[src/rtl/i2cpot_pkg.sv]
package i2cpot_pkg;
  localparam int BYTE_W = 8;
  localparam int NCH    = 2;

  typedef enum logic [2:0] {
    LS_IDLE,
    LS_ADDR,
    LS_CMD,
    LS_DATA,
    LS_FULL,
    LS_SKIP
  } link_st_t;

  typedef enum logic [1:0] {
    ACT_SET_WIPER = 2'b00,
    ACT_SET_NV    = 2'b01,
    ACT_SAVE      = 2'b10,
    ACT_RECALL    = 2'b11
  } pot_act_t;
endpackage

[src/rtl/i2cpot_sync.sv]
module i2cpot_sync #(
  parameter int STAGES = 2
) (
  input  logic clk,
  input  logic rst_n,
  input  logic d,
  output logic q,
  output logic q_d
);
  logic [STAGES-1:0] chain;
  logic [STAGES-1:0] chain_n;
  logic              hold;

  always_comb begin
    chain_n = {chain[STAGES-2:0], d};
  end

  always_ff @(posedge clk or negedge rst_n) begin
    if (!rst_n) begin
      chain <= '1;
      hold  <= 1'b1;
    end else begin
      chain <= chain_n;
      hold  <= chain[STAGES-1];
    end
  end

  assign q   = chain[STAGES-1];
  assign q_d = hold;
endmodule

[src/rtl/i2cpot_link.sv]
module i2cpot_link
  import i2cpot_pkg::*;
#(
  parameter int DW = BYTE_W
) (
  input  logic          clk,
  input  logic          rst_n,
  input  logic          scl_s,
  input  logic          scl_q,
  input  logic          sda_s,
  input  logic          sda_q,
  input  logic [6:0]    dev_addr,
  output logic          sda_pull,
  output logic          commit,
  output logic [DW-1:0] cmd,
  output logic [DW-1:0] data
);
  localparam int CW = $clog2(DW + 1);

  link_st_t      st, st_n;
  logic [CW-1:0] cnt, cnt_n;
  logic [DW-1:0] sh, sh_n, cmd_n, data_n;
  logic          ack, ack_n, flag, flag_n, commit_n;

  logic scl_rise, scl_fall, bus_start, bus_stop, byte_full, active;
  assign scl_rise  = scl_s & ~scl_q;
  assign scl_fall  = ~scl_s & scl_q;
  assign bus_start = scl_s & scl_q & sda_q & ~sda_s;
  assign bus_stop  = scl_s & scl_q & ~sda_q & sda_s;
  assign byte_full = (cnt == CW'(DW));
  assign active    = (st == LS_ADDR) || (st == LS_CMD) || (st == LS_DATA);

  always_comb begin
    st_n = st; cnt_n = cnt; sh_n = sh; ack_n = ack; flag_n = flag;
    cmd_n = cmd; data_n = data; commit_n = 1'b0;
    if (bus_start) begin
      st_n = LS_ADDR; cnt_n = '0; ack_n = 1'b0;
    end else if (bus_stop) begin
      commit_n = (st == LS_FULL) && !flag;
      st_n = LS_IDLE; cnt_n = '0; ack_n = 1'b0;
    end else if (active) begin
      if (scl_rise && !ack && !byte_full) begin
        sh_n  = {sh[DW-2:0], sda_s};
        cnt_n = cnt + CW'(1);
      end else if (scl_fall && ack) begin
        ack_n = 1'b0;
        cnt_n = '0;
        case (st)
          LS_ADDR: st_n = LS_CMD;
          LS_CMD:  st_n = LS_DATA;
          default: st_n = LS_FULL;
        endcase
      end else if (scl_fall && byte_full) begin
        if (st == LS_ADDR && sh[DW-1:1] != dev_addr) begin
          st_n  = LS_SKIP;
          cnt_n = '0;
        end else begin
          ack_n = 1'b1;
          case (st)
            LS_ADDR: flag_n = sh[0];
            LS_CMD:  cmd_n  = sh;
            default: data_n = sh;
          endcase
        end
      end
    end
  end

  always_ff @(posedge clk or negedge rst_n) begin
    if (!rst_n) begin
      st <= LS_IDLE; cnt <= '0; sh <= '0; ack <= 1'b0; flag <= 1'b1;
      cmd <= '0; data <= '0; commit <= 1'b0;
    end else begin
      st <= st_n; cnt <= cnt_n; sh <= sh_n; ack <= ack_n; flag <= flag_n;
      cmd <= cmd_n; data <= data_n; commit <= commit_n;
    end
  end

  assign sda_pull = ack;
endmodule

[src/rtl/i2cpot_regs.sv]
module i2cpot_regs
  import i2cpot_pkg::*;
#(
  parameter int          DW      = BYTE_W,
  parameter logic [7:0]  RST_VAL = 8'h80
) (
  input  logic                    clk,
  input  logic                    rst_n,
  input  logic                    commit,
  input  logic [DW-1:0]           cmd,
  input  logic [DW-1:0]           data,
  input  logic                    wp,
  output logic [NCH-1:0][DW-1:0]  wiper,
  output logic [NCH-1:0][DW-1:0]  nv
);
  logic     cmd_ok;
  pot_act_t act;
  assign cmd_ok = (cmd[DW-1:3] == '0);
  assign act    = pot_act_t'(cmd[2:1]);

  for (genvar g = 0; g < NCH; g++) begin : g_ch
    logic [DW-1:0] w_n, n_n;
    logic          hit;
    assign hit = commit && cmd_ok && (cmd[0] == 1'(g));

    always_comb begin
      w_n = wiper[g];
      n_n = nv[g];
      if (hit) begin
        case (act)
          ACT_SET_WIPER: w_n = data;
          ACT_SET_NV:    if (!wp) n_n = data;
          ACT_SAVE:      if (!wp) n_n = wiper[g];
          default:       if (!wp) w_n = nv[g];
        endcase
      end
    end

    always_ff @(posedge clk or negedge rst_n) begin
      if (!rst_n) begin
        wiper[g] <= DW'(RST_VAL);
        nv[g]    <= DW'(RST_VAL);
      end else if (hit) begin
        wiper[g] <= w_n;
        nv[g]    <= n_n;
      end
    end
  end
endmodule

[src/rtl/i2c_pot_slave.sv]
module i2c_pot_slave
  import i2cpot_pkg::*;
#(
  parameter logic [3:0] ADDR_PREFIX = 4'b0101,
  parameter logic [7:0] RST_VAL     = 8'h80,
  parameter int         SYNC_STAGES = 2
) (
  input  logic       clk,
  input  logic       rst_n,
  input  logic       scl_i,
  input  logic       sda_i,
  output logic       sda_pull_o,
  input  logic [2:0] strap_i,
  input  logic       wp_i,
  output logic [7:0] wiper_a_o,
  output logic [7:0] wiper_b_o,
  output logic [7:0] nv_a_o,
  output logic [7:0] nv_b_o
);
  logic scl_s, scl_q, sda_s, sda_q;
  logic commit_w;
  logic [BYTE_W-1:0] cmd_w, data_w;
  logic [NCH-1:0][BYTE_W-1:0] wiper_w, nv_w;

  i2cpot_sync #(.STAGES(SYNC_STAGES)) u_scl_sync (
    .clk(clk), .rst_n(rst_n), .d(scl_i), .q(scl_s), .q_d(scl_q));
  i2cpot_sync #(.STAGES(SYNC_STAGES)) u_sda_sync (
    .clk(clk), .rst_n(rst_n), .d(sda_i), .q(sda_s), .q_d(sda_q));

  i2cpot_link #(.DW(BYTE_W)) u_link (
    .clk(clk), .rst_n(rst_n),
    .scl_s(scl_s), .scl_q(scl_q), .sda_s(sda_s), .sda_q(sda_q),
    .dev_addr({ADDR_PREFIX, strap_i}),
    .sda_pull(sda_pull_o), .commit(commit_w), .cmd(cmd_w), .data(data_w));

  i2cpot_regs #(.DW(BYTE_W), .RST_VAL(RST_VAL)) u_regs (
    .clk(clk), .rst_n(rst_n), .commit(commit_w), .cmd(cmd_w), .data(data_w),
    .wp(wp_i), .wiper(wiper_w), .nv(nv_w));

  assign wiper_a_o = wiper_w[0];
  assign wiper_b_o = wiper_w[1];
  assign nv_a_o    = nv_w[0];
  assign nv_b_o    = nv_w[1];
endmodule

[config.mk]
export PLATFORM = sky130hd
export DESIGN_NAME = i2c_pot_slave
export DESIGN_NICKNAME = d
export VERILOG_FILES = /design/src/rtl/i2cpot_pkg.sv /design/src/rtl/i2cpot_sync.sv /design/src/rtl/i2cpot_link.sv /design/src/rtl/i2cpot_regs.sv /design/src/rtl/i2c_pot_slave.sv
export SDC_FILE = /design/constraint.sdc
export NUM_CORES = 1
export LEC_CHECK = 0
export ABC_AREA = 1
export BUFFER_PORTS_ARGS = -buffer_cell sky130_fd_sc_hd__clkbuf_2
export CAP_MARGIN = 20
export CORE_UTILIZATION = 58
export CTS_CLUSTER_SIZE = 14
export DETAILED_ROUTE_END_ITERATION = 6
export HOLD_SLACK_MARGIN = 0.08
export MAX_ROUTING_LAYER = met4
export PLACE_DENSITY = 0.79
export REMOVE_ABC_BUFFERS = 1
export SETUP_SLACK_MARGIN = 0.4
export SYNTH_ARGS = -nofsm -noshare
export SYNTH_HDL_FRONTEND = slang
export SYNTH_SLANG_ARGS = --single-unit
[constraint.sdc]
create_clock -name clk -period 1.8 [get_ports clk]
set_input_delay 0.18 -clock clk [delete_from_list [all_inputs] [get_ports clk]]
set_output_delay 0.18 -clock clk [all_outputs]
set_load 0.02 [all_outputs]
==> results.yml, run 1 <==
power:
  clock_share_of_power_pct: 31.3
  switching_share_pct: 32.94
  power_density_nw_per_um2: 876.5
  power.switching_uw: 1371
  leakage_uw: 0.002359
  share_comb_of_total_power_pct: 22.2
  largest_vdd_supply_drop_uv: 713.0
  internal-power_uw: 2791
  pwr-share-seq_pct: 46.5
clocking:
  htree_num_levels: 3
  cts_root_buf: "sky130_fd_sc_hd__clkbuf_8"
  max-clock-path-buffers: 2
  cts_buffers: 9
  cts_num_sinks: 72
  insertion_delay_ns: 0.36
  clkTransAtPathRegs_ns: 0.08
  cts_tree: "yes"
global_routing:
  groute.usage.overall_pct: 27.51
  first_global_vias: 2821
  grt_start_max_net_pins: 47
  grt_overflow_total: 0
  antenna_found_initial: 0
  grt_pass1_wl_microns: 12790
yosys:
  synth_area_per_cell_sq_um: 8.862
  synth_area_sq_um: 3536
  fraction_of_registers_with_async_set_reset_pct: 100.0
  yosysWarningCount: 0
  synthTopCellsByArea: "sky130_fd_sc_hd__dfrtp_1 43%, sky130_fd_sc_hd__nand2_1 12%, sky130_fd_sc_hd__o21ai_0 9.9%"
  seq_area_frac_synth_pct: 51.34
  post-synth-top-area-fraction_pct: 43.17
  synth-edff-count: 0
  ys_seq_elements: 72
  synthCells: 399
  synthFlopType: "sky130_fd_sc_hd__dfrtp_1"
  cell_accounting_for_the_most_synthesized_area: "sky130_fd_sc_hd__dfrtp_1"
  ys_types: 31
final_layout:
  layout-drive-gt1-share_pct: 46.42
  area_growth_syn_to_layout_pct: 34.29
  number_of_nets_in_the_finished_design: 497
  final_design_area_no_fill_sq_um: 4748
  layout_fillers: 322
  layoutNonFillerInstCount: 564
  multiInputGateArea_sq_um: 1783
  seqCellArea_sq_um: 1815
  insertedDiodeCount: 0
critical_path:
  critical_path_buffers_and_inverters: 0
  worst-endpoint-arrival_ns: 1.91
  crit_slowest_cell: "sky130_fd_sc_hd__dfstp_2"
  cp_top_family: "simple AND/OR/NAND/NOR gates"
  worst-endpoint-required_ns: 2.04
  critPathCaptureType: "register"
  cp-start-kind: "register"
  worst-setup-path-type: "reg2reg"
  worstRegToRegCells: 7
  timing.critical_path.cells: "nor2_1, o21ai_2, nand2_2, nor2_8, nand3_4, nand2_2, o21ai_2"
  cpPeakStageDelay_ns: 0.57
  path_max_fanout: 8
  worst-path-stages: 7
routing:
  detail_route.drc_violations: 0
  detail-route-antenna-nets: 0
  detail_route.iter0.violations: 228
  detail_route.wirelength_microns: 9181
  wl_per_cell_microns: 16.28
  post_drt_via_cell_ratio: 5.550
  dr_total_vias: 3130
  firstDrtPassIters: 5
worst_hold_path:
  min_path_type: "in2async"
sta:
  final.setup_skew_ns: 0.008990
  unrepaired_setup_endpoints_after_global_routing: "true"
  slew-limit-headroom_pct: 62.09
  report.final.slew_viol_count: 0
  worst-slew-pin-transition_ns: 0.5687
  max_freq_mhz: 600.3
  fin_setup_tns_ns: 0
  setup_viol: 0
  layout_worst_path_cycle_share_pct: 92.54
  period_minus_slack_ns: 1.666
  finalHoldViolCount: 0
run_status:
  status: "finished clean"
floorplan:
  die_outline_width_microns: 80.08
  design.die.area_sq_um: 6413
  initial_utilization_pct: 60.08
  rows: 28
  num_io_pins: 41
  core-area_sq_um: 5886
  die_h_microns: 80.08
placed_design:
  detailed_place.area_sq_um: 3787
  placed_cells: 510
  finalWeightedCongestion: 0.7841
  place_hpwl_microns: 4901
  port_buffer_count: 40
run:
  drv_cap: 0
-- cell type report --
class | count | area share (%)
clock buffers | 13 | 3.347
clock inverters | 3 | 0.8432
well taps | 75 | 1.976
inverters | 66 | 5.217
multi-input cells | 252 | 37.55
repair buffers | 83 | 12.83
flip-flops and latches | 72 | 38.23
-- routing by layer --
layer | track usage (%) | share of wire, % | up-vias
li1 | - | - | 1446
met2 | 46.92 | 52 | 124
met5 | - | 0 | -
met1 | 31.71 | 41 | 1531
met4 | 10.71 | 2.2 | 0
met3 | 6.023 | 4.7 | 29
-- timing repair --
item | 4_1_cts | 5_1_grt
gates resized for setup | 67 | 90
setup buffers | 19 | 9
setup endpoints to repair | 65 | 65
hold endpoints to repair | 63 | 0
pin swaps | 23 | 29
cloned | 5 | 2
hold buffers | 3 | 0
-- flip-flops by register name, indices dropped and copies added, names as in the netlist --
register          cells
u_link.flag           1
u_scl_sync.q_d        1
u_sda_sync.chain      2
u_link.cnt            4
u_link.sda_pull       1
u_link.commit         1
u_link.st             3
u_link.data           8
u_scl_sync.chain      2
u_link.sh             8
u_link.cmd            8
u_sda_sync.q_d        1
u_regs.nv            16
u_regs.wiper         16
-- placed cells by master, fill, tap and decap left out, types with 2 or more instances in the layout --
master	instances
sky130_fd_sc_hd__ha_4	4
sky130_fd_sc_hd__xor2_1	2
sky130_fd_sc_hd__o21ai_2	32
sky130_fd_sc_hd__o21ai_0	38
sky130_fd_sc_hd__buf_6	13
sky130_fd_sc_hd__clkbuf_2	39
sky130_fd_sc_hd__clkbuf_8	11
sky130_fd_sc_hd__dlygate4sd3_1	3
sky130_fd_sc_hd__nor2_4	2
sky130_fd_sc_hd__dfrtp_1	61
sky130_fd_sc_hd__buf_4	25
sky130_fd_sc_hd__nor3_4	2
sky130_fd_sc_hd__nor2_1	8
sky130_fd_sc_hd__clkinv_2	2
sky130_fd_sc_hd__nor2_2	3
sky130_fd_sc_hd__nand2_2	42
sky130_fd_sc_hd__nor3_2	2
sky130_fd_sc_hd__nand4_1	2
sky130_fd_sc_hd__inv_1	58
sky130_fd_sc_hd__o21ai_1	22
sky130_fd_sc_hd__nand2_1	56
sky130_fd_sc_hd__dfstp_2	11
sky130_fd_sc_hd__nand2_4	14
sky130_fd_sc_hd__nand3_1	6
sky130_fd_sc_hd__clkbuf_1	2
sky130_fd_sc_hd__nor4_4	2
sky130_fd_sc_hd__nand3_4	7
sky130_fd_sc_hd__inv_2	7
sky130_fd_sc_hd__nor3b_4	2
-- logic make-up after synthesis --
| logic type | after synthesis | synth area share [%] |
|---|---|---|
| adder cells (fa/ha/maj) | 5 | 1.769 |
| XOR/XNOR | 2 | 0.4955 |
| AND/OR/NAND/NOR | 148 | 21.09 |
| buffers and inverters | 77 | 9.695 |
| flip-flops | 72 | 51.34 |
| AO/OA/AOI/OAI | 95 | 15.61 |
-- final timing paths --
kind | from | endpoint | slack [ns]
setup / recovery | u_sda_sync.chain[1] | u_link.cmd[3] | 0.13
hold / removal | rst_n | u_regs.wiper[4] | 0.13
setup reg to reg | u_sda_sync.chain[1] | u_link.cmd[3] | 0.13
hold reg to reg | u_scl_sync.chain[0] | u_scl_sync.chain[1] | 0.36
max in group asynchronous | rst_n | u_scl_sync.chain[0] | 0.92
min in group clk | wp_i | u_regs.nv[7] | 0.35
-- through the flow --
step	power [uW]	utilization, %	setup slack, ns	hold WS [ns]
final	4162	80.68	0.1342	0.1335
after CTS	4054	75.49	0.1543	0.1294
after global placement	2568	64.35	0.1059	-0.03052
after detailed placement	2605	64.35	-0.03755	-0.02429
after floorplan	2388	-	-0.009913	-0.1156
after global routing	4332	80.68	0.05909	0.1586
-- synth_stat cells, types with 3 or more instances --
| master | number |
|---|---|
| sky130_fd_sc_hd__dfstp_2 | 11 |
| sky130_fd_sc_hd__buf_6 | 7 |
| sky130_fd_sc_hd__nor2_1 | 11 |
| sky130_fd_sc_hd__ha_1 | 5 |
| sky130_fd_sc_hd__o21ai_0 | 70 |
| sky130_fd_sc_hd__inv_1 | 61 |
| sky130_fd_sc_hd__o21ai_2 | 19 |
| sky130_fd_sc_hd__o21ai_1 | 3 |
| sky130_fd_sc_hd__dfrtp_1 | 61 |
| sky130_fd_sc_hd__nand2_1 | 110 |
| sky130_fd_sc_hd__clkbuf_1 | 3 |
| sky130_fd_sc_hd__inv_2 | 4 |
| sky130_fd_sc_hd__nand3_1 | 8 |
-- power groups by stage --
stage / registers (uW) / logic [uW] / clock network, uW
3_3_place_gp: 1950 / 619 / 0
2_1_floorplan: 1960 / 425 / 0
4_1_cts: 1930 / 812 / 1320
6_report: 1930 / 924 / 1300
5_1_grt: 1950 / 998 / 1380
3_5_place_dp: 1960 / 646 / 0
Note: power is estimated with default switching activity, not from simulation.
==> run 2: changes to the inputs <==
--- a/config.mk
+++ b/config.mk
@@ -18,4 +18,5 @@
 export SETUP_SLACK_MARGIN = 0.4
 export SYNTH_ARGS = -nofsm -noshare
 export SYNTH_HDL_FRONTEND = slang
+export SYNTH_HIERARCHICAL = 1
 export SYNTH_SLANG_ARGS = --single-unit
==> run 2 against run 1 <==
Compared with the run above: count of clock-buffer cells in the layout unchanged; register-to-register slack about the same; critical endpoint is now u_link/data[0]; sequential share of layout area shrank 1.4 points; synthesized cell count grew 16%; first-iteration DRC count rose by 18%; core utilization up 0.68 points; setup slack gained 0.0091 ns.
==> results.yml, run 2 <==
final_layout:
  reg.largest.list: "u_regs/nv x16, u_regs/wiper x16"
  seqCellArea_sq_um: 1817
  multiInputGateArea_sq_um: 2082
  layout_commonest_cell: "sky130_fd_sc_hd__nand2_1"
  layout_fillers: 342
  layout-drive-gt1-share_pct: 39.68
  most-common-layout-cells: "181 x sky130_fd_sc_hd__nand2_1, 60 x sky130_fd_sc_hd__dfrtp_1, 39 x sky130_fd_sc_hd__clkbuf_2"
  insertedDiodeCount: 0
  layoutNonFillerInstCount: 632
  number_of_nets_in_the_finished_design: 565
  area_growth_syn_to_layout_pct: 32.78
yosys:
  synth_top_family_by_area: "simple AND/OR/NAND/NOR gates"
  cell_accounting_for_the_most_synthesized_area: "sky130_fd_sc_hd__dfrtp_1"
  synth_area_per_cell_sq_um: 8.055
  synthSimpleGateAreaFrac_pct: 36.46
  ys_types: 31
  yosysMostFrequentCell: "sky130_fd_sc_hd__nand2_1"
  synthCells: 461
  yosys.area_share.xor_xnor_pct: 0.4717
  yosys.area_share.adder_pct: 1.685
  synthFlopType: "sky130_fd_sc_hd__dfrtp_1"
  yosysWarningCount: 6
  synth_common_cells: "214 x sky130_fd_sc_hd__nand2_1, 61 x sky130_fd_sc_hd__dfrtp_1, 43 x sky130_fd_sc_hd__nand3_1, 33 x sky130_fd_sc_hd__inv_1, 18 x sky130_fd_sc_hd__nor2_1"
  fraction_of_registers_with_async_set_reset_pct: 100.0
  seq_area_frac_synth_pct: 48.89
  ys_seq_elements: 72
  synth_area_sq_um: 3714
  synth-edff-count: 0
  post-synth-top-area-fraction_pct: 41.11
  muxShareOfSynthArea_pct: 0
  synth-compound-area-share_pct: 5.997
  synthTopCellsByArea: "sky130_fd_sc_hd__dfrtp_1 41%, sky130_fd_sc_hd__nand2_1 22%, sky130_fd_sc_hd__dfstp_2 7.8%"
power:
  share_comb_of_total_power_pct: 30.2
  switching_share_pct: 37.31
  clock_share_of_power_pct: 25.8
  leakage_uw: 0.002645
  pwr-share-seq_pct: 44.1
  power.switching_uw: 1682
  power_density_nw_per_um2: 914.5
  internal-power_uw: 2827
  largest_vdd_supply_drop_uv: 858.5
routing:
  firstDrtPassIters: 7
  dr_total_vias: 3523
  detail_route.drc_violations: 0
  detail_route.iter0.violations: 269
  post_drt_via_cell_ratio: 5.574
  wl_per_cell_microns: 16.08
  detail_route.wirelength_microns: 10160
  detail-route-antenna-nets: 0
placed_design:
  finalWeightedCongestion: 0.8715
  placed_cells: 578
  port_buffer_count: 40
  place_hpwl_microns: 5352
global_routing:
  grt_pass1_wl_microns: 14300
  groute.usage.overall_pct: 29.62
  first_global_vias: 3090
  grt_overflow_total: 0
  antenna_found_initial: 0
  grt_start_max_net_pins: 73
floorplan:
  rows: 28
  die_h_microns: 82.02
  design.die.area_sq_um: 6726
  core-area_sq_um: 6061
  die_outline_width_microns: 82.02
  num_io_pins: 41
  initial_utilization_pct: 61.27
clocking:
  htree_num_levels: 3
  clkTransAtPathRegs_ns: 0.08
  cts_num_sinks: 72
  max-clock-path-buffers: 2
  insertion_delay_ns: 0.35
  cts_buffers: 9
  cts_tree: "yes"
  cts_root_buf: "sky130_fd_sc_hd__clkbuf_8"
sta:
  setup_viol: 0
  max_freq_mhz: 603.6
  final.setup_skew_ns: 0.009343
  layout_worst_path_cycle_share_pct: 92.04
  fin_setup_tns_ns: 0
  report.final.slew_viol_count: 0
  finalHoldViolCount: 0
  period_minus_slack_ns: 1.657
  unrepaired_setup_endpoints_after_global_routing: "true"
critical_path:
  timing.critical_path.cells: "inv_2, ha_4, nand2_4, nor2_4, nand3_4, nor2_4, buf_4, nand3_4, o21ai_2"
  worst-endpoint-required_ns: 2.07
  worst-endpoint-arrival_ns: 1.93
  worst-setup-path-type: "reg2reg"
  path_max_fanout: 8
  cp-start-kind: "register"
  crit_slowest_cell: "sky130_fd_sc_hd__dfrtp_1"
  cpPeakStageDelay_ns: 0.41
  critPathCaptureType: "register"
run:
  drv_cap: 0
worst_hold_path:
  min_path_type: "in2async"
run_status:
  status: "finished clean"
-- run 2: cell type report --
cell class / count / area share, %
Clock inverter: 3 / 0.3552
Clock buffer: 13 / 3.223
Multi-Input combinational cell: 348 / 42.22
Timing Repair Buffer: 83 / 12.46
Inverter: 38 / 2.994
Sequential cell: 72 / 36.84
Tap cell: 75 / 1.903
-- run 2: metal layers --
layer  vias up  global-route usage (%)  part of all wire (%)
li1       1614                       -                     -
met1      1661                   34.41                    38
met2       197                   48.26                    51
met3        51                   7.111                   6.5
met4         0                   13.86                   3.8
met5         -                       -                     0
-- run 2: cell families (layout without fill, tap and decap cells) --
family / count (synthesis) / in the layout
adder cells (fa/ha/maj): 5 / 5
AND/OR/NAND/NOR: 302 / 304
buffers and inverters: 49 / 137
flip-flops: 72 / 72
other: 2 / 8
XOR/XNOR: 2 / 2
AO/OA/AOI/OAI: 29 / 29
-- run 2: per-stage QoR --
step	power (uW)	worst slack [ns]	utilization, %	hold slack [ns]	area, sq um
2_1_floorplan	2631	0.1431	-	-0.1156	3645
3_3_place_gp	2840	0.1799	66.06	0.2313	4004
3_5_place_dp	2876	0.09945	66.06	0.2326	4004
4_1_cts	4302	0.2656	75.74	0.3283	4591
5_1_grt	4731	0.06601	81.36	0.3580	4931
6_report	4509	0.1433	81.36	0.3505	4931
-- run 2: power groups by stage --
| stage | Combinational (uW) | Clock (uW) | Sequential [uW] |
|---|---|---|---|
| finish | 1360 | 1160 | 1990 |
| floorplan | 681 | 0 | 1950 |
| global route | 1490 | 1250 | 1990 |
| global placement | 874 | 0 | 1970 |
| CTS | 1160 | 1180 | 1960 |
| detailed placement | 900 | 0 | 1980 |
-- run 2: path summary, 6_finish.rpt --
kind / from / endpoint / slack, ns / cells past startpoint
min in group clk: u_scl_sync/chain[0] / u_scl_sync/chain[1] / 0.36 / 0
hold reg to reg: u_scl_sync/chain[0] / u_scl_sync/chain[1] / 0.36 / 0
hold / removal: rst_n / u_regs/wiper[14] / 0.35 / 3
setup reg to reg: u_link/cnt[0] / u_link/data[0] / 0.14 / 9
max in group asynchronous: rst_n / u_link/flag / 1.07 / 3
setup / recovery: u_link/cnt[0] / u_link/data[0] / 0.14 / 9
-- run 2: worst max-delay path, delay by kind of cell (launching register included) --
| family | cells | cell delay (ns) |
|---|---|---|
| flops | 1 | 0.41 |
| buf+inv | 2 | 0.27 |
| fa+ha+maj | 1 | 0.14 |
| compound gates | 1 | 0.17 |
| simple gates | 5 | 0.60 |
-- run 2: what timing repair did --
| action | 4_1_cts | 5_1_grt |
|---|---|---|
| hold buffers | 3 | 0 |
| setup endpoints to repair | 63 | 65 |
| hold endpoints to repair | 63 | 0 |
| gates cloned | 3 | 1 |
| gates resized for setup | 42 | 70 |
| pin swaps | 16 | 28 |
| buffers inserted | 23 | 8 |
